`config.mk`:
```
export PLATFORM = sky130hd
export DESIGN_NAME = i2c_irq_ctrl
export DESIGN_NICKNAME = d
export VERILOG_FILES = /design/src/rtl/i2c_irq_pkg.sv /design/src/rtl/i2c_irq_src.sv /design/src/rtl/i2c_irq_flag.sv /design/src/rtl/i2c_irq_regs.sv /design/src/rtl/i2c_irq_ctrl.sv
export SDC_FILE = /design/constraint.sdc
export NUM_CORES = 1
export LEC_CHECK = 0
export ABC_AREA = 1
export BUFFER_PORTS_ARGS = -buffer_cell sky130_fd_sc_hd__buf_4
export CAP_MARGIN = 20
export CORE_ASPECT_RATIO = 1.4
export CORE_MARGIN = 2
export CORE_UTILIZATION = 35
export DETAILED_ROUTE_END_ITERATION = 12
export GPL_TIMING_DRIVEN = 1
export PLACE_DENSITY = 0.59
export SLEW_MARGIN = 30
export SYNTH_ARGS = -nofsm -noshare
export SYNTH_HDL_FRONTEND = slang
export SYNTH_SLANG_ARGS = --single-unit
```
`constraint.sdc`:
```
create_clock -name clk -period 1.75 [get_ports clk]
set_input_delay 0.2625 -clock clk [delete_from_list [all_inputs] [get_ports clk]]
set_output_delay 0.2625 -clock clk [all_outputs]
set_load 0.1 [all_outputs]
```
`src/rtl/i2c_irq_pkg.sv`:
```
package i2c_irq_pkg;

    localparam int NFLAG  = 7;
    localparam int DATA_W = 8;
    localparam int GLOBAL_EN_BIT = DATA_W - 1;

    typedef enum int {
        FL_XFER_DONE = 0,
        FL_TX_EMPTY  = 1,
        FL_RX_FULL   = 2,
        FL_BUS_IDLE  = 3,
        FL_SLV_SEL   = 4,
        FL_SLV_UNSEL = 5,
        FL_TX_HALF   = 6
    } flag_idx_e;

    typedef enum logic {
        SEL_STATUS = 1'b0,
        SEL_ENABLE = 1'b1
    } reg_sel_e;

    typedef struct packed {
        logic xfer_done;
        logic slv_sel;
        logic slv_unsel;
        logic tx_throttle;
        logic bus_busy;
    } core_cond_t;

    function automatic logic irq_pending(input logic [NFLAG-1:0] flags,
                                         input logic [NFLAG-1:0] mask,
                                         input logic             global_en);
        return global_en & (|(flags & mask));
    endfunction

endpackage

```
`src/rtl/i2c_irq_src.sv`:
```
module i2c_irq_src
    import i2c_irq_pkg::*;
#(
    parameter int OCC_W = 4
) (
    input  core_cond_t        cond,
    input  logic [OCC_W-1:0]  tx_occ,
    input  logic [OCC_W-1:0]  rx_occ,
    input  logic [OCC_W-1:0]  rx_thresh,
    output logic [NFLAG-1:0]  src
);

    localparam int OCC_MSB = OCC_W - 1;

    always_comb begin
        src = '0;
        src[FL_XFER_DONE] = cond.xfer_done;
        src[FL_TX_EMPTY]  = cond.tx_throttle;
        src[FL_RX_FULL]   = (rx_occ == rx_thresh);
        src[FL_BUS_IDLE]  = ~cond.bus_busy;
        src[FL_SLV_SEL]   = cond.slv_sel;
        src[FL_SLV_UNSEL] = cond.slv_unsel;
        src[FL_TX_HALF]   = ~tx_occ[OCC_MSB];
    end

endmodule

```
`src/rtl/i2c_irq_flag.sv`:
```
module i2c_irq_flag (
    input  logic clk,
    input  logic rst,
    input  logic src,
    input  logic tgl,
    output logic q
);

    always_ff @(posedge clk) begin
        if (rst)
            q <= 1'b0;
        else if (src)
            q <= 1'b1;
        else if (tgl)
            q <= ~q;
    end


    src_sets_flag_chk: assert property (@(posedge clk) disable iff (rst)
        src |=> q);


    toggle_flips_chk: assert property (@(posedge clk) disable iff (rst)
        (!src && tgl) |=> (q != $past(q)));


    idle_hold_chk: assert property (@(posedge clk) disable iff (rst)
        (!src && !tgl) |=> $stable(q));

endmodule

```
`src/rtl/i2c_irq_regs.sv`:
```
module i2c_irq_regs
    import i2c_irq_pkg::*;
(
    input  logic              clk,
    input  logic              rst,
    input  logic              wr_en,
    input  reg_sel_e          sel,
    input  logic [DATA_W-1:0] wdata,
    input  logic [NFLAG-1:0]  flags,
    output logic [DATA_W-1:0] rdata,
    output logic              irq
);

    logic [DATA_W-1:0] en_q;

    always_ff @(posedge clk) begin
        if (rst)
            en_q <= '0;
        else if (wr_en && sel == SEL_ENABLE)
            en_q <= wdata;
    end

    always_comb begin
        if (sel == SEL_ENABLE)
            rdata = en_q;
        else
            rdata = {{(DATA_W-NFLAG){1'b0}}, flags};
    end

    assign irq = irq_pending(flags, en_q[NFLAG-1:0], en_q[GLOBAL_EN_BIT]);


    enable_load_chk: assert property (@(posedge clk) disable iff (rst)
        (wr_en && sel == SEL_ENABLE) |=> (en_q == $past(wdata)));


    global_gate_chk: assert property (@(posedge clk) disable iff (rst)
        !en_q[GLOBAL_EN_BIT] |-> !irq);

endmodule

```
`src/rtl/i2c_irq_ctrl.sv`:
```
module i2c_irq_ctrl
    import i2c_irq_pkg::*;
#(
    parameter int OCC_W = 4
) (
    input  logic             clk,
    input  logic             rst,
    input  logic             xfer_done_evt,
    input  logic             slv_sel_evt,
    input  logic             slv_unsel_evt,
    input  logic             tx_throttle,
    input  logic             bus_busy,
    input  logic [OCC_W-1:0] tx_occ,
    input  logic [OCC_W-1:0] rx_occ,
    input  logic [OCC_W-1:0] rx_thresh,
    input  logic             reg_wr_en,
    input  logic             reg_sel,
    input  logic [7:0]       reg_wdata,
    output logic [7:0]       reg_rdata,
    output logic             irq
);

    core_cond_t       cond;
    reg_sel_e         sel;
    logic [NFLAG-1:0] src;
    logic [NFLAG-1:0] tgl;
    logic [NFLAG-1:0] flags;

    assign cond = '{xfer_done:   xfer_done_evt,
                    slv_sel:     slv_sel_evt,
                    slv_unsel:   slv_unsel_evt,
                    tx_throttle: tx_throttle,
                    bus_busy:    bus_busy};
    assign sel  = reg_sel_e'(reg_sel);
    assign tgl  = (reg_wr_en && sel == SEL_STATUS) ? reg_wdata[NFLAG-1:0] : '0;

    i2c_irq_src #(.OCC_W(OCC_W)) u_src (
        .cond      (cond),
        .tx_occ    (tx_occ),
        .rx_occ    (rx_occ),
        .rx_thresh (rx_thresh),
        .src       (src)
    );

    for (genvar i = 0; i < NFLAG; i++) begin : g_flag
        i2c_irq_flag u_flag (
            .clk (clk),
            .rst (rst),
            .src (src[i]),
            .tgl (tgl[i]),
            .q   (flags[i])
        );
    end

    i2c_irq_regs u_regs (
        .clk   (clk),
        .rst   (rst),
        .wr_en (reg_wr_en),
        .sel   (sel),
        .wdata (reg_wdata),
        .flags (flags),
        .rdata (reg_rdata),
        .irq   (irq)
    );


    throttle_forces_chk: assert property (@(posedge clk) disable iff (rst)
        tx_throttle |=> flags[FL_TX_EMPTY]);


    idle_forces_chk: assert property (@(posedge clk) disable iff (rst)
        !bus_busy |=> flags[FL_BUS_IDLE]);


    rx_match_chk: assert property (@(posedge clk) disable iff (rst)
        (rx_occ == rx_thresh) |=> flags[FL_RX_FULL]);


    reset_clear_chk: assert property (@(posedge clk)
        rst |=> (flags == '0 && !irq));

endmodule

```
==> summary.txt, run 1 <==
Run status
  – Status: finished, final reports clean

Synthesis
  – Mapped Nets: 161
  – Post-Syn Area: 888 µm²
  – Syn. warnings: 0
  – Area leader, netlist: dfxtp_1
  – Area contributors post-synth: dfxtp_1 (34%), nand2_1 (16%), inv_1 (8.5%)
  – Yosys cell types: 19
  – Seq cells post-synth: 15
  – Sequential share of the synthesized area: 33.8%
  – Share of the synthesized area in the top cell type: 33.8%
  – Mapped Cells: 132
  – Avg Inst Size Synth: 6.73 µm²

CTS
  – H-tree levels: 1
  – CTS Buf Count: 3
  – CTS tree: yes
  – TritonCTS sink count: 15
  – Bufs on Longest Clock Path: 2
  – Worst-path clk slew: 0.09 ns
  – Worst-Skew Late Latency: 0.28 ns
  – Setup bufs post-CTS: 0
  – CTS Hold Bufs: 0
  – Count of cells resized by post-cts repair: 0
  – Clk root buf: clkbuf_4

Worst setup path
  – Arrival time at the worst endpoint: 1.25 ns
  – Reg2reg start: g_flag[2].u_flag.q
  – Worst Path Max Fanout: 4
  – CP max stage delay: 0.39 ns
  – Crit-path slowest cell: dfxtp_1
  – R2r endpoint: g_flag[2].u_flag.q
  – Worst EP required: 1.49 ns
  – Critical path class: reg -> out
  – CP cell instances: nand2_1, nand4_1, o21a_1, buf_4
  – CP Capture Type: primary output
  – R2R depth: 5
  – R2r setup slk: 0.97 ns
  – CP startpoint kind: flip-flop

Pwr
  – Largest vdd supply drop: 354 µV
  – Leak pwr: 0.000600 µW
  – Power per cell area: 730 mW/mm²

Worst hold path
  – Min-Delay Endpoint: g_flag[4].u_flag.q
  – Hold path depth: 3
  – Hold WC Path Type: in -> reg
  – Worst Hold Launch: slv_sel_evt

Cells and area
  – Nets@finish: 197
  – Register area: 300 µm²
  – Most common cell after layout, fill and taps aside: nand2_1
  – Fillers: 258
  – Commonest cells after routing, fill and taps aside: nand2_1 (37), buf_4 (34), inv_1 (20)
  – Final instance area: 0.00120 mm²
  – Fraction of layout cells with a size suffix above 1: 33.5%
  – Ant diodes: 0
  – Area of the multi-input gates: 485 µm²
  – Area growth from synthesis to layout: 34.9%

Floorplanning
  – Top Ports: 38
  – Die ar.: 0.00296 mm²
  – Core area: 0.00239 mm²
  – Row Count: 21
  – Die H: 63.6 µm
  – Starting density of the core: 37.2%
  – Die W: 46.6 µm

Global route
  – Initial antenna violation count: 0
  – Pin count of the biggest net entering global routing: 17
  – GRT busiest layer: met2
  – Vias in the first global route: 864
  – Met1 global-route usage: 17.5%
  – Gr usage total: 15.6%
  – GR Overflow Total: 0
  – GR Util met3: 2.58%
  – First-pass GRT wire length: 3380 µm
  – Met2 Resource Use GR: 25.7%

Routing
  – Avg WL per Cell: 10.1 µm
  – DR vias: 920
  – Vias per cell: 4.58
  – Final ANT Viol Nets: 0
  – Drt pass-1 iters: 4
  – Drt total wl: 2040 µm
  – Drt initial violations: 14
  – DRC viols: 0

Timing
  – Pins Over Slew Limit: 0
  – Max-slew headroom: 81.6%
  – Fmax: 661 MHz
  – Final period utilization: 86.4%
  – Total Neg Setup Slack: 0 ns
  – Setup slack after layout: 0.238 ns
  – Final setup violation count: 0
  – Final hold vios: 0
  – RSZ-0062 raised after global routing: false
  – Max Clock Skew: 0 ns
  – Final min period: 1.51 ns
  – Slew @ Worst Pin: 0.279 ns

Place
  – Placement Setup Slack: 0.499 ns
  – GP Congestion: 0.759
  – Post-detail-place hpwl: 1590 µm
  – Placed inst area: 0.00117 mm²
  – Port Buffers: 34

Run
  – Max cap viols: 0
-- cells by family after synthesis --
group           count (synthesis)  share of synthesized area (%)
simple gates                   60                           28.6
compound gates                 32                           24.4
buf+inv                        25                           13.2
flops                          15                           33.8
-- sequential cells by signal (all words and copies together) (netlist names) --
signal	flops
u_regs.en_q	8
g_flag.u_flag.q	7
-- worst max-delay path, delay by kind of cell, from the launching register on --
family,cells,cell delay (ns)
flops,1,0.39
buf+inv,1,0.28
simple gates,2,0.18
compound gates,1,0.12
-- worst max-delay path by stage --
stage	start	to	slack (ns)	cells after the start
after floorplan	reg_sel	reg_rdata[4]	-0.29	2
after global placement	reg_sel	reg_rdata[0]	0.51	5
after detailed placement	reg_sel	reg_rdata[0]	0.50	5
after CTS	g_flag[0].u_flag.q	irq	0.24	4
after global routing	u_regs.en_q[1]	irq	0.18	4
final	g_flag[0].u_flag.q	irq	0.24	4
-- synth_stat cells --
library cell and n:
a21oi_2 3, nor2_1 14, o21a_1 1, o21ai_1 5
nor2_2 2, nand4_1 2, nand2_1 37, dfxtp_1 15
a21oi_1 10, buf_2 2, o21ai_0 6, buf_12 1
a21boi_1 2, a211oi_2 5, inv_2 1, clkinv_4 1
inv_1 20, nand3_1 3, nand2_4 2
-- per-stage QoR --
stage,hold WS [ns],utilization [%],cells,total power (µW)
floorplan,0.335,-,132,598
global placement,0.479,49.0,197,682
detailed placement,0.485,49.0,197,688
CTS,0.209,50.1,201,887
global route,0.208,50.1,201,923
finish,0.215,50.1,201,875
-- routing by layer --
layer  part of all wire, %  vias to the layer above
li1                      -                      486
met1                    41                      399
met2                    51                       28
met3                   4.4                        7
met4                   3.6                        0
met5                     0                        -
-- layout make-up --
| type | count | area share, % |
|---|---|---|
| clock buffers | 3 | 1.88 |
| clock inverters | 1 | 0.418 |
| inverters | 22 | 7.31 |
| multi-input cells | 92 | 40.5 |
| flip-flops and latches | 15 | 25.1 |
| well taps | 34 | 3.55 |
| repair buffers | 34 | 21.3 |
-- power breakdown --
group          switching (µW)  leakage, µW  total, µW  internal (µW)
Clock                     112    0.0000177        197           84.9
Combinational             199     0.000458        295           96.2
Sequential               17.8     0.000124        383            365
Power figures use the tool's default switching activity.
==> run 2, diff against run 1 <==
--- a/config.mk
+++ b/config.mk
@@ -13,7 +13,8 @@
 export CORE_UTILIZATION = 35
 export DETAILED_ROUTE_END_ITERATION = 12
 export GPL_TIMING_DRIVEN = 1
-export PLACE_DENSITY = 0.59
+export HOLD_SLACK_MARGIN = 0.15
+export PLACE_DENSITY = 0.61
 export SLEW_MARGIN = 30
 export SYNTH_ARGS = -nofsm -noshare
 export SYNTH_HDL_FRONTEND = slang
==> constraint.sdc (replaced) <==
create_clock -name clk -period 1.3 [get_ports clk]
set_input_delay 0.195 -clock clk [delete_from_list [all_inputs] [get_ports clk]]
set_output_delay 0.195 -clock clk [all_outputs]
set_load 0.1 [all_outputs]
==> run 2 against run 1 <==
  * The run now ends with setup timing left
  * Design area up 12%
  * Non-clock buffer count up 1
  * Critical endpoint unchanged
  * Via count up 4.8%
==> summary.txt, run 2 (synthesis gave the netlist of run 1 again) <==
Timing
  – Final min period: 1.38 ns
  – Setup slack after layout: -0.0774 ns (was 0.238 ns)
  – Fmax: 726 MHz
  – Final hold vios: 0 (unchanged)
  – Slew @ Worst Pin: 0.280 ns (was 0.279 ns)
  – Max-slew headroom: 81.5% (was 81.6%)
  – Worst hold margin: 0.148 ns (was 0.215 ns)
  – Final setup violation count: 1 (was 0)
  – RSZ-0062 raised after global routing: true (was false)
  – Max Clock Skew: 0 ns (unchanged)
  – Pins Over Slew Limit: 0 (unchanged)
  – Final period utilization: 106%

Place
  – Dpl cells: 197 (unchanged)
  – Port Buffers: 34 (unchanged)
  – Placed inst area: 0.00120 mm² (was 0.00117 mm²)
  – Post-detail-place hpwl: 1620 µm (was 1590 µm)
  – GP Congestion: 0.768 (was 0.759)

Pwr
  – Power Internal: 793 µW (was 546 µW)
  – Reg power frac: 41.5% (was 43.7%)
  – Leak pwr: 0.000637 µW (was 0.000600 µW)
  – Largest vdd supply drop: 514 µV (was 354 µV)
  – Switching Share: 36.6% (was 37.6%)
  – Power per cell area: 934 mW/mm² (was 730 mW/mm²)
  – Clk pwr share: 21.2% (was 22.5%)
  – Sw power: 457 µW (was 329 µW)
  – Logic pwr share: 37.4% (was 33.7%)
  – Pwr Total: 1250 µW (was 875 µW)

Cells and area
  – Max reg flops: 8 (unchanged)
  – Reg with most FFs: u_regs.en_q (unchanged)
  – Most common cell after layout, fill and taps aside: nand2_1 (unchanged)
  – Fraction of layout cells with a size suffix above 1: 39.9% (was 33.5%)
  – Nets@finish: 198 (was 197)
  – Area growth from synthesis to layout: 50.7% (was 34.9%)
  – Area of the multi-input gates: 519 µm² (was 485 µm²)
  – Final instance area: 0.00134 mm² (was 0.00120 mm²)
  – Ant diodes: 0 (unchanged)
  – Register area: 309 µm² (was 300 µm²)
  – Commonest cells after routing, fill and taps aside: nand2_1 (36), buf_4 (27), inv_1 (20) (was nand2_1 (37), buf_4 (34), inv_1 (20))
  – Top Registers: u_regs.en_q (8), g_flag.u_flag.q (7) (unchanged)
  – Non-Filler Instances: 202 (was 201)
  – Fillers: 227 (was 258)

Routing
  – Drt initial violations: 19 (was 14)
  – Vias per cell: 4.77 (was 4.58)
  – DR vias: 964 (was 920)
  – Drt total wl: 2100 µm (was 2040 µm)
  – Drt pass-1 iters: 4 (unchanged)
  – Final ANT Viol Nets: 0 (unchanged)
  – DRC viols: 0 (unchanged)
  – Avg WL per Cell: 10.4 µm (was 10.1 µm)

Run status
  – Failing checks: setup timing
  – Status: finished with violations (was finished, final reports clean)

Worst setup path
  – CP startpoint kind: flip-flop (unchanged)
  – CP Capture Type: primary output (unchanged)
  – Arrival time at the worst endpoint: 1.18 ns (was 1.25 ns)
  – CP cell instances: nand2_1, nand4_1, o21a_2, buf_12 (was nand2_1, nand4_1, o21a_1, buf_4)
  – Critical path class: reg -> out (unchanged)
  – Worst EP required: 1.11 ns (was 1.49 ns)
  – CP max stage delay: 0.34 ns (was 0.39 ns)
  – Worst Path Max Fanout: 3 (was 4)
  – Crit-path slowest cell: dfxtp_2 (was dfxtp_1)

Floorplanning
  – Die W: 46.6 µm (unchanged)
  – Die H: 63.6 µm (unchanged)
  – Row Count: 21 (unchanged)
  – Die ar.: 0.00296 mm² (unchanged)
  – Top Ports: 38 (unchanged)
  – Core area: 0.00239 mm² (unchanged)
  – Starting density of the core: 37.2% (unchanged)

CTS
  – CTS Buf Count: 3 (unchanged)
  – CTS Hold Bufs: 0 (unchanged)
  – H-tree levels: 1 (unchanged)
  – Bufs on Longest Clock Path: 2 (unchanged)
  – Worst-Skew Late Latency: 0.28 ns (about the same)
  – CTS tree: yes (unchanged)
  – Worst-path clk slew: 0.09 ns (about the same)
  – TritonCTS sink count: 15 (unchanged)
  – Clk root buf: clkbuf_4 (unchanged)

Worst hold path
  – Hold WC Path Type: in -> reg (unchanged)

Global route
  – Pin count of the biggest net entering global routing: 17 (unchanged)
  – First-pass GRT wire length: 3410 µm (was 3380 µm)
  – Gr usage total: 15.4% (was 15.6%)
  – Vias in the first global route: 893 (was 864)
  – Initial antenna violation count: 0 (unchanged)
  – GR Overflow Total: 0 (unchanged)

Run
  – Max cap viols: 0 (unchanged)
[run 2: worst paths after layout]
path	start	endpoint	slack [ns]	cells after the start
min reg2reg	g_flag[0].u_flag.q	g_flag[0].u_flag.q	0.49	2
min	xfer_done_evt	g_flag[0].u_flag.q	0.15	3
max reg2reg	g_flag[2].u_flag.q	g_flag[2].u_flag.q	0.53	5
max	u_regs.en_q[0]	irq	-0.08	4
[run 2: stage by stage]
step	util [%]	TNS [ns]	worst slack, ns
floorplan	-	-0.266	-0.0902
global placement	50.3	0	0.143
detailed placement	50.3	0	0.123
CTS	53.5	-0.0864	-0.0864
global route	56.0	-0.117	-0.116
finish	56.0	-0.0774	-0.0774
[run 2: what timing repair did]
| action | in CTS | in global routing |
|---|---|---|
| setup buffers | 0 | 1 |
| resized for setup | 16 | 14 |
| setup endpoints to repair | 6 | 6 |
[run 2: cell type report]
cell class                      count  share of cell area (%)
Clock buffer                        4                    1.96
Inverter                           22                    6.54
Multi-Input combinational cell     92                    38.8
Sequential cell                    15                    23.1
Tap cell                           34                    3.18
Timing Repair Buffer               35                    26.4
[run 2: power groups by stage]
| stage | clock network (µW) | logic [µW] | registers [µW] |
|---|---|---|---|
| 3_3_place_gp | 0 | 406 | 524 |
| 6_report | 265 | 467 | 518 |
| 4_1_cts | 274 | 437 | 517 |
| 2_1_floorplan | 0 | 297 | 520 |
| 3_5_place_dp | 0 | 414 | 525 |
| 5_1_grt | 285 | 500 | 523 |
[run 2: critical path, delay by kind of cell, from the launching register on]
family,cells,cell delay [ns]
AND/OR/NAND/NOR,2,0.17
flip-flops,1,0.34
buffers and inverters,1,0.16
AO/OA/AOI/OAI,1,0.23
[run 2: metal layers]
metal	share of wire [%]	global-route usage, %
met4	2.7	8.57
met2	53	26.9
met3	4.1	1.43
met1	40	17.0
met5	0	0
